--- src/rtl/lcdt_pkg.sv ---
package lcdt_pkg;
  localparam int unsigned REG_AW = 2;
  localparam int unsigned DATA_W = 32;

  typedef enum logic [REG_AW-1:0] {
    REG_HTIM = 2'd0,
    REG_VTIM = 2'd1,
    REG_CTRL = 2'd2
  } reg_sel_e;

  typedef enum logic [1:0] {
    PH_ACT  = 2'd0,
    PH_FP   = 2'd1,
    PH_SYNC = 2'd2,
    PH_BP   = 2'd3
  } phase_e;

  typedef struct packed {
    logic [5:0] ppl;
    logic [7:0] hsw;
    logic [7:0] hfp;
    logic [7:0] hbp;
    logic [9:0] lpp;
    logic [5:0] vsw;
    logic [7:0] vfp;
    logic [7:0] vbp;
    logic [9:0] cpl;
    logic       inv_hs;
    logic       inv_vs;
    logic       inv_de;
    logic       pclk_fall;
  } timing_cfg_t;

  localparam int unsigned CTRL_EN     = 0;
  localparam int unsigned CTRL_INV_VS = 11;
  localparam int unsigned CTRL_INV_HS = 12;
  localparam int unsigned CTRL_PCLKF  = 13;
  localparam int unsigned CTRL_INV_DE = 14;
endpackage

--- src/rtl/lcdt_regs.sv ---
module lcdt_regs
  import lcdt_pkg::*;
(
  input  logic              clk_i,
  input  logic              rst_ni,
  input  logic              wr_en_i,
  input  logic [REG_AW-1:0] wr_addr_i,
  input  logic [DATA_W-1:0] wr_data_i,
  output timing_cfg_t       cfg_o,
  output logic              run_o
);
  timing_cfg_t shadow_q, cfg_q;
  logic        en_q, run_q;

  logic unused_wdata;
  assign unused_wdata = ^{wr_data_i[1:0], wr_data_i[10:1], wr_data_i[15], wr_data_i[31:26]};

  always_ff @(posedge clk_i or negedge rst_ni) begin
    if (!rst_ni) begin
      shadow_q <= '0;
      en_q     <= 1'b0;
    end else if (wr_en_i) begin
      case (wr_addr_i)
        REG_HTIM: begin
          shadow_q.ppl <= wr_data_i[7:2];
          shadow_q.hsw <= wr_data_i[15:8];
          shadow_q.hfp <= wr_data_i[23:16];
          shadow_q.hbp <= wr_data_i[31:24];
        end
        REG_VTIM: begin
          shadow_q.lpp <= wr_data_i[9:0];
          shadow_q.vsw <= wr_data_i[15:10];
          shadow_q.vfp <= wr_data_i[23:16];
          shadow_q.vbp <= wr_data_i[31:24];
        end
        REG_CTRL: begin
          en_q               <= wr_data_i[CTRL_EN];
          shadow_q.inv_vs    <= wr_data_i[CTRL_INV_VS];
          shadow_q.inv_hs    <= wr_data_i[CTRL_INV_HS];
          shadow_q.pclk_fall <= wr_data_i[CTRL_PCLKF];
          shadow_q.inv_de    <= wr_data_i[CTRL_INV_DE];
          shadow_q.cpl       <= wr_data_i[25:16];
        end
        default: ;
      endcase
    end
  end

  // working copy follows the shadow only while stopped
  always_ff @(posedge clk_i or negedge rst_ni) begin
    if (!rst_ni) begin
      run_q <= 1'b0;
      cfg_q <= '0;
    end else begin
      run_q <= en_q;
      if (!run_q) cfg_q <= shadow_q;
    end
  end

  assign cfg_o = cfg_q;
  assign run_o = run_q;
endmodule

--- src/rtl/lcdt_phase_cnt.sv ---
module lcdt_phase_cnt
  import lcdt_pkg::*;
#(
  parameter int unsigned W = 12
) (
  input  logic         clk_i,
  input  logic         rst_ni,
  input  logic         run_i,
  input  logic         step_i,
  input  logic [W-1:0] len_act_i,
  input  logic [W-1:0] len_fp_i,
  input  logic [W-1:0] len_sync_i,
  input  logic [W-1:0] len_bp_i,
  output logic [W-1:0] cnt_o,
  output phase_e       phase_o,
  output logic         last_o
);
  logic [W-1:0] cnt_q;
  logic [W-1:0] end_fp, end_sync, total;

  always_comb begin
    end_fp   = len_act_i + len_fp_i;
    end_sync = end_fp + len_sync_i;
    total    = end_sync + len_bp_i;
  end

  always_comb begin
    if (cnt_q < len_act_i)     phase_o = PH_ACT;
    else if (cnt_q < end_fp)   phase_o = PH_FP;
    else if (cnt_q < end_sync) phase_o = PH_SYNC;
    else                       phase_o = PH_BP;
  end

  assign last_o = (cnt_q == total - W'(1));

  always_ff @(posedge clk_i or negedge rst_ni) begin
    if (!rst_ni)      cnt_q <= '0;
    else if (!run_i)  cnt_q <= '0;
    else if (step_i)  cnt_q <= last_o ? '0 : cnt_q + W'(1);
  end

  assign cnt_o = cnt_q;
endmodule

--- src/rtl/lcd_timing_gen.sv ---
module lcd_timing_gen
  import lcdt_pkg::*;
#(
  parameter int unsigned H_W = 12,
  parameter int unsigned V_W = 12
) (
  input  logic              clk_i,
  input  logic              rst_ni,
  input  logic              wr_en_i,
  input  logic [REG_AW-1:0] wr_addr_i,
  input  logic [DATA_W-1:0] wr_data_i,
  output logic              hsync_o,
  output logic              vsync_o,
  output logic              de_o,
  output logic              pclk_fall_o,
  output logic              frame_start_o,
  output logic [H_W-1:0]    pix_x_o,
  output logic [V_W-1:0]    pix_y_o
);
  localparam int unsigned N_STROBE = 3;

  timing_cfg_t cfg;
  logic        running;

  lcdt_regs u_regs (
    .clk_i    (clk_i),
    .rst_ni   (rst_ni),
    .wr_en_i  (wr_en_i),
    .wr_addr_i(wr_addr_i),
    .wr_data_i(wr_data_i),
    .cfg_o    (cfg),
    .run_o    (running)
  );

  logic [6:0]     ppl_p1;
  logic [H_W-1:0] h_act, h_fp, h_sync, h_bp;
  logic [V_W-1:0] v_act, v_fp, v_sync, v_bp;

  always_comb begin
    ppl_p1 = {1'b0, cfg.ppl} + 7'd1;
    h_act  = H_W'({ppl_p1, 4'b0000});
    h_fp   = H_W'({1'b0, cfg.hfp} + 9'd1);
    h_sync = H_W'({1'b0, cfg.hsw} + 9'd1);
    h_bp   = H_W'({1'b0, cfg.hbp} + 9'd1);
    v_act  = V_W'({1'b0, cfg.lpp} + 11'd1);
    v_fp   = V_W'(cfg.vfp);
    v_sync = V_W'({1'b0, cfg.vsw} + 7'd1);
    v_bp   = V_W'(cfg.vbp);
  end

  logic [H_W-1:0] h_cnt;
  logic [V_W-1:0] v_cnt;
  phase_e         h_ph, v_ph;
  logic           h_last, v_last;

  lcdt_phase_cnt #(.W(H_W)) u_hcnt (
    .clk_i     (clk_i),
    .rst_ni    (rst_ni),
    .run_i     (running),
    .step_i    (1'b1),
    .len_act_i (h_act),
    .len_fp_i  (h_fp),
    .len_sync_i(h_sync),
    .len_bp_i  (h_bp),
    .cnt_o     (h_cnt),
    .phase_o   (h_ph),
    .last_o    (h_last)
  );

  lcdt_phase_cnt #(.W(V_W)) u_vcnt (
    .clk_i     (clk_i),
    .rst_ni    (rst_ni),
    .run_i     (running),
    .step_i    (h_last),
    .len_act_i (v_act),
    .len_fp_i  (v_fp),
    .len_sync_i(v_sync),
    .len_bp_i  (v_bp),
    .cnt_o     (v_cnt),
    .phase_o   (v_ph),
    .last_o    (v_last)
  );

  logic unused_vlast;
  assign unused_vlast = v_last;

  logic [N_STROBE-1:0] strobe_raw, strobe_inv, strobe_out;

  always_comb begin
    strobe_raw[0] = running && (h_ph == PH_SYNC);
    strobe_raw[1] = running && (v_ph == PH_SYNC);
    strobe_raw[2] = running && (h_ph == PH_ACT) && (v_ph == PH_ACT)
                    && (h_cnt <= H_W'(cfg.cpl));
    strobe_inv    = {cfg.inv_de, cfg.inv_vs, cfg.inv_hs};
  end

  for (genvar i = 0; i < N_STROBE; i++) begin : g_pol
    assign strobe_out[i] = strobe_raw[i] ^ strobe_inv[i];
  end

  assign hsync_o       = strobe_out[0];
  assign vsync_o       = strobe_out[1];
  assign de_o          = strobe_out[2];
  assign pclk_fall_o   = cfg.pclk_fall;
  assign frame_start_o = running && (h_cnt == '0) && (v_cnt == '0);
  assign pix_x_o       = running ? h_cnt : '0;
  assign pix_y_o       = running ? v_cnt : '0;
endmodule


--- config.mk ---
export PLATFORM = sky130hd
export DESIGN_NAME = lcd_timing_gen
export DESIGN_NICKNAME = d
export VERILOG_FILES = /design/src/rtl/lcdt_pkg.sv /design/src/rtl/lcdt_regs.sv /design/src/rtl/lcdt_phase_cnt.sv /design/src/rtl/lcd_timing_gen.sv
export SDC_FILE = /design/constraint.sdc
export NUM_CORES = 1
export LEC_CHECK = 0
export BUFFER_PORTS_ARGS = -buffer_cell sky130_fd_sc_hd__buf_2
export CAP_MARGIN = 5
export CELL_PAD_IN_SITES_DETAIL_PLACEMENT = 1
export CELL_PAD_IN_SITES_GLOBAL_PLACEMENT = 2
export CORE_ASPECT_RATIO = 1.25
export CORE_MARGIN = 5
export CORE_UTILIZATION = 45
export CTS_CLUSTER_DIAMETER = 30
export CTS_CLUSTER_SIZE = 30
export DETAILED_ROUTE_END_ITERATION = 10
export PLACE_DENSITY_LB_ADDON = 0.1
export SYNTH_ARGS = -nofsm -noshare
export SYNTH_HDL_FRONTEND = slang
export SYNTH_HIERARCHICAL = 1
export SYNTH_SLANG_ARGS = --single-unit
--- constraint.sdc ---
create_clock -name clk_i -period 13 [get_ports clk_i]
set_input_delay 1.95 -clock clk_i [delete_from_list [all_inputs] [get_ports clk_i]]
set_output_delay 1.95 -clock clk_i [all_outputs]
set_load 0.05 [all_outputs]
==> flow_summary.yaml, run 1 <==
floorplanning:
  io_pins: 66
  fp.dieH_um: 203
  fp.coreArea_mm2: 0.0293
  rows: 70
  die-area_mm2: 0.0333
  initial_utilization_pct: 45.6
  die_w_um: 164
clock_network:
  cts_hold_buf: 0
  clkSlewWorstSetupHoldPaths_ns: 0.08
  root_buffer: "clkbuf_16"
  clockBufferDepth: 2
  cts_inserted_buffers: 17
  cts_resized: 0
  cts_max_level: 4
  cts_setup_buffers: 0
  cts_tree: "done"
  cts.sinks: 178
  clk_latency_ns: 0.44
global_routing:
  grt.total_usage_pct: 21.6
  grt_pass1_wl_um: 56700
  use_met2_pct: 41.1
  grt_max_degree: 111
  grtUsageMet3_pct: 2.23
  top_usage_layer: "met2"
  antenna_found_initial: 1
  grt_pass1_vias: 10400
  grt_overflow: 0
  gr-usage-met1_pct: 26.0
route:
  routed-via-count: 9789
  drt_first_pass_iters: 4
  vias_per_cell: 5.33
  drc_errors: 0
  wirelength_um: 34600
  wl_per_cell_um: 18.8
  ant_nets: 0
  dr.first_iter.drc_count: 321
layout:
  fin_nets: 1639
  layout-drive-gt1-share_pct: 19.2
  finalNonFillerCells: 1838
  post-route-util_pct: 50.8
  num-fill-cells: 3322
  syn2layout_area_growth_pct: 11.4
  multiInputGateArea_mm2: 0.00847
  final_area_mm2: 0.0149
  final-seq-area_mm2: 0.00446
yosys:
  syn_avg_cell_area_um2: 10.2
  synthCells: 1319
  seq_area_frac_synth_pct: 33.3
  synth_top_area_share_pct: 33.3
  yosys_warnings: 6
  yosys-top-cells-area: "dfrtp_1 (33%), ha_1 (16%), mux2_2 (13%)"
  async_flop_share_pct: 100
  yosys-top-cells-count: "dfrtp_1 (178), ha_1 (168), mux2_2 (151)"
  synthesis.area_mm2: 0.0134
  synth_edf_count: 0
  synth_most_common_cell: "dfrtp_1"
  ys.flop_type: "dfrtp_1"
  synth_top_cell_by_area: "dfrtp_1"
  ys_types: 74
  synth_seq_cells: 178
setup_path:
  crit_path_max_fanout: 7
  cp.arrival_ns: 6.05
  crit_required_ns: 11.05
  critPathLaunchType: "register"
  cpMaxStageDelayCell: "or4b_2"
  reg2reg_depth: 29
  worstSetupPathType: "reg -> out"
  cpPeakStageDelay_ns: 0.60
  worst-r2r-setup-slack_ns: 6.43
  r2r_start: "u_regs/cfg_o[54]"
  crit_chain: "ha_1 > fa_1 > a21o_1 > a21oi_1 > o21bai_1 > a21oi_1 > o21bai_1 > a21oi_1 > o21bai_1 > a21oi_1 > xnor2_1 > ha_1 > or4b_2 > o211ai_1 > a311oi_1 > ha_1 > o211ai_1 > a31oi_1 > nor3_1 > nand3b_1 > or4_1 > nand3_1 > buf_2"
  crit_top_cell: "a21oi_1"
  worstSetupEndpointType: "output pin"
  rr_endpoint: "u_vcnt/cnt_o[11]"
sta:
  rsz0062_at_grt: "false"
  max_freq_mhz: 125
  slew_headroom_pct: 33.0
  fin_skew_ns: 0.0182
  hold_viol_final: 0
  slew_viol_final: 0
  timing.final.crit_period_ns: 8.00
  worstMarginPinSlew_ns: 0.999
  finalSetupTns_ns: 0
  setup_viol: 0
  fin_crit_sh_pct: 61.5
place:
  gp_congestion: 0.841
  dp_hpwl_um: 27000
  place_inst: 1805
  numPortBuffers: 65
  dpl_cell_area_mm2: 0.0143
flow_run:
  cap_violations: 0
min_path:
  hold_end: "u_regs/run_o"
  hp-start: "u_regs/en_q"
  whs_path_depth: 0
  min_path_type: "reg -> reg"
status:
  outcome: "completed"
[metrics by stage]
step / setup slack [ns] / hold WS (ns)
finish: 5.00 / 0.382
global route: 4.50 / 0.400
CTS: 4.94 / 0.384
detailed placement: 5.44 / 0.366
global placement: 5.52 / 0.356
floorplan: 5.75 / 0.349
[flip-flops by register name, summed over array words and instances (netlist names)]
name and cells:
u_regs/en_q 1, u_regs/run_o 1, u_vcnt/cnt_o 12, u_hcnt/cnt_o 12
u_regs/cfg_o 76, u_regs/shadow_q 76
[cell families (layout without fill, tap and decap cells)]
group / count (synthesis) / after routing / synth area share [%]
xor+xnor: 130 / 130 / 8.79
simple gates: 281 / 281 / 11.9
flops: 178 / 178 / 33.3
fa+ha+maj: 175 / 175 / 16.7
buf+inv: 163 / 240 / 4.83
mux: 157 / 157 / 13.2
compound gates: 233 / 233 / 11.4
other cells: 2 / 48 / 0.0561
[per-layer routing]
metal	up-vias	routed length (µm)
met5	-	0
met4	0	487
met3	27	422
met2	73	19100
met1	4882	14700
li1	4807	-
[critical path: cells and delay by family, from the launching register on]
family                   cells  cell delay [ns]
AO/OA/AOI/OAI               12             1.80
AND/OR/NAND/NOR              5             1.55
adder cells (fa/ha/maj)      4             1.41
flip-flops                   1             0.42
buffers and inverters        1             0.26
XOR/XNOR                     1             0.17
[worst max-delay path by stage]
stage	end	startpoint	cells after the start	slack [ns]
floorplan	de_o	u_regs/cfg_o[36]	23	5.75
global placement	de_o	u_regs/cfg_o[36]	23	5.52
detailed placement	de_o	u_regs/cfg_o[36]	23	5.44
CTS	de_o	u_regs/cfg_o[36]	23	4.94
global route	de_o	u_regs/cfg_o[36]	23	4.50
finish	de_o	u_regs/cfg_o[36]	23	5.00
[final cells by class]
class	instances	area share, %
Sequential cell	178	29.9
Antenna cell	1	0.0168
Clock inverter	14	1.16
Clock buffer	18	2.88
Inverter	136	3.42
Timing Repair Buffer	72	2.57
Tap cell	396	3.32
Multi-Input combinational cell	1023	56.8
[layout by cell type, fill, tap and decap left out, types with 5 or more instances in the layout]
master,count
nor3_1,15
buf_2,64
a21boi_0,5
and3_1,23
o21ai_1,6
ha_1,168
clkbuf_16,17
o21ai_0,37
nor4_1,9
nand3_1,31
a31oi_1,11
o211ai_1,9
clkinv_8,6
o21a_1,19
mux2_2,151
nand4_1,8
a21o_1,32
inv_1,136
and2_1,25
a21oi_1,66
a211oi_1,10
dfrtp_1,177
nand2b_1,21
nand3b_1,13
clkinv_4,5
xor2_1,43
nand2_1,39
nor3b_1,5
conb_1,47
xnor2_1,83
fa_1,6
nor2b_1,21
o21bai_1,10
buf_4,7
nor2_1,50
Power of run 1 is left out: the tool's default activity adds up to more than one toggle a clock period on the data nets, which glitch-free logic cannot reach.
==> run 2: changes to the inputs <==
- CORE_UTILIZATION: 45 -> 37
- clock period: 13 -> 7 ns (I/O delays scaled with it)
==> run 2 against run 1 <==
Sequential share of layout area is 0.62 points lower. Global-route usage decreased by 3.7 points. Cell count up 5.1%. Wire length rose by 2.4%. Sequential cell count is the same. First-iteration DRC count fell by 11%. Die area rose by 20%. Clock skew is 0.0066 ns lower. Via count shrank 0.57%. Clock-buffer cell count is the same. Critical path type unchanged. Largest cell class unchanged.
==> flow_summary.yaml, run 2 (synthesis gave the netlist of run 1 again) <==
route:
  ant_nets: 0
  dr.first_iter.drc_count: 287
  wirelength_um: 35400
  drt_first_pass_iters: 4
  vias_per_cell: 5.04
  wl_per_cell_um: 18.4
  routed-via-count: 9733
  drc_errors: 0
clock_network:
  cts_tree: "done"
  clkSlewWorstSetupHoldPaths_ns: 0.08
  cts_inserted_buffers: 17
  cts_max_level: 4
  clockBufferDepth: 2
  cts.sinks: 178
  clk_latency_ns: 0.44
  cts_hold_buf: 0
  root_buffer: "clkbuf_16"
floorplanning:
  rows: 78
  fp.dieH_um: 223
  die-area_mm2: 0.0401
  initial_utilization_pct: 37.2
  io_pins: 66
  die_w_um: 180
  fp.coreArea_mm2: 0.0360
sta:
  hold_viol_final: 0
  max_freq_mhz: 150
  slew_headroom_pct: 43.1
  timing.final.crit_period_ns: 6.67
  slew_viol_final: 0
  fin_skew_ns: 0.0117
  setup_viol: 0
  worst_slack_ns: 0.333
  fin_crit_sh_pct: 95.2
  worstMarginPinSlew_ns: 0.853
setup_path:
  crit_chain: "ha_4 > fa_1 > a21o_1 > a21oi_2 > o21bai_1 > a21oi_2 > o21bai_1 > a21oi_2 > o21bai_1 > a21oi_2 > xnor2_1 > ha_1 > or4b_2 > o211ai_1 > a311oi_1 > ha_1 > o211ai_1 > a31oi_2 > nor3_2 > nand3b_1 > or4_1 > nand3_2 > buf_6"
  critPathLaunchType: "register"
  cpPeakStageDelay_ns: 0.60
  worstSetupEndpointType: "output pin"
  worstSetupPathType: "reg -> out"
  cpMaxStageDelayCell: "or4b_2"
  cp.arrival_ns: 5.62
  crit_top_cell: "a21oi_2"
  cp_num_buf_inv: 1
  crit_path_max_fanout: 5
  crit_required_ns: 5.95
  cp_top_family: "compound AO/OA/AOI/OAI gates"
layout:
  final_common_cell: "dfrtp_1"
  fin_nets: 1649
  layout-drive-gt1-share_pct: 21.5
  syn2layout_area_growth_pct: 13.8
  antenna_cells: 0
  final_cell_mix: "dfrtp_1 (176), ha_1 (165), mux2_2 (151)"
global_routing:
  grt_pass1_vias: 10600
  grt_pass1_wl_um: 57600
  grt_overflow: 0
  antenna_found_initial: 0
  grt.total_usage_pct: 18.0
  grt_max_degree: 71
place:
  dp_slack_ns: 0.154
  numPortBuffers: 65
  dp_hpwl_um: 28300
  gp_congestion: 0.783
status:
  outcome: "completed"
flow_run:
  cap_violations: 0
min_path:
  min_path_type: "reg -> reg"
## run 2: area by class of cell
class | count | area, µm²
clock buffers | 18 | 439
clock inverters | 14 | 180
fillers | 4096 | 20800
inverters | 136 | 510
multi-input cells | 1023 | 8580
flip-flops and latches | 178 | 4460
well taps | 480 | 601
repair buffers | 82 | 465
## run 2: path summary, 6_finish.rpt
path                                        from                   to  slack (ns)  cells after the start
worst min-delay path                 u_regs/en_q         u_regs/run_o        0.37                      0
min in group asynchronous                 rst_ni  u_regs/shadow_q[74]        0.59                      1
worst max register to register  u_regs/cfg_o[55]     u_vcnt/cnt_o[10]        0.93                     27
worst max-delay path            u_regs/cfg_o[36]                 de_o        0.33                     23
max in group asynchronous                 rst_ni  u_regs/shadow_q[59]        5.06                      2
worst min register to register       u_regs/en_q         u_regs/run_o        0.37                      0
## run 2: routing by layer
| layer | routed length [µm] | global-route usage [%] | vias up |
|---|---|---|---|
| li1 | - | - | 4815 |
| met1 | 14900 | 20.9 | 4865 |
| met2 | 19900 | 35.6 | 33 |
| met3 | 299 | 1.72 | 20 |
| met4 | 325 | 3.42 | 0 |
| met5 | 0 | 0 | - |
## run 2: timing repair
item / CTS / global route
setup buffers: 3 / 3
gates resized for setup: 9 / 23
setup endpoints to repair: 1 / 6
cloned: 0 / 0
pin swaps: 4 / 8
## run 2: metrics by stage
| stage | hold WS, ns | instances | utilization [%] | cell area, µm² | setup TNS [ns] |
|---|---|---|---|---|---|
| after CTS | 0.371 | 1928 | 42.0 | 15100 | 0 |
| after floorplan | 0.349 | 1364 | - | 13600 | 0 |
| after global routing | 0.374 | 1931 | 42.3 | 15200 | -0.0145 |
| final | 0.373 | 1931 | 42.3 | 15200 | 0 |
| after detailed placement | 0.361 | 1893 | 40.1 | 14500 | 0 |
| after global placement | 0.359 | 1893 | 40.1 | 14500 | 0 |
Power of run 2 is left out for the same reason.
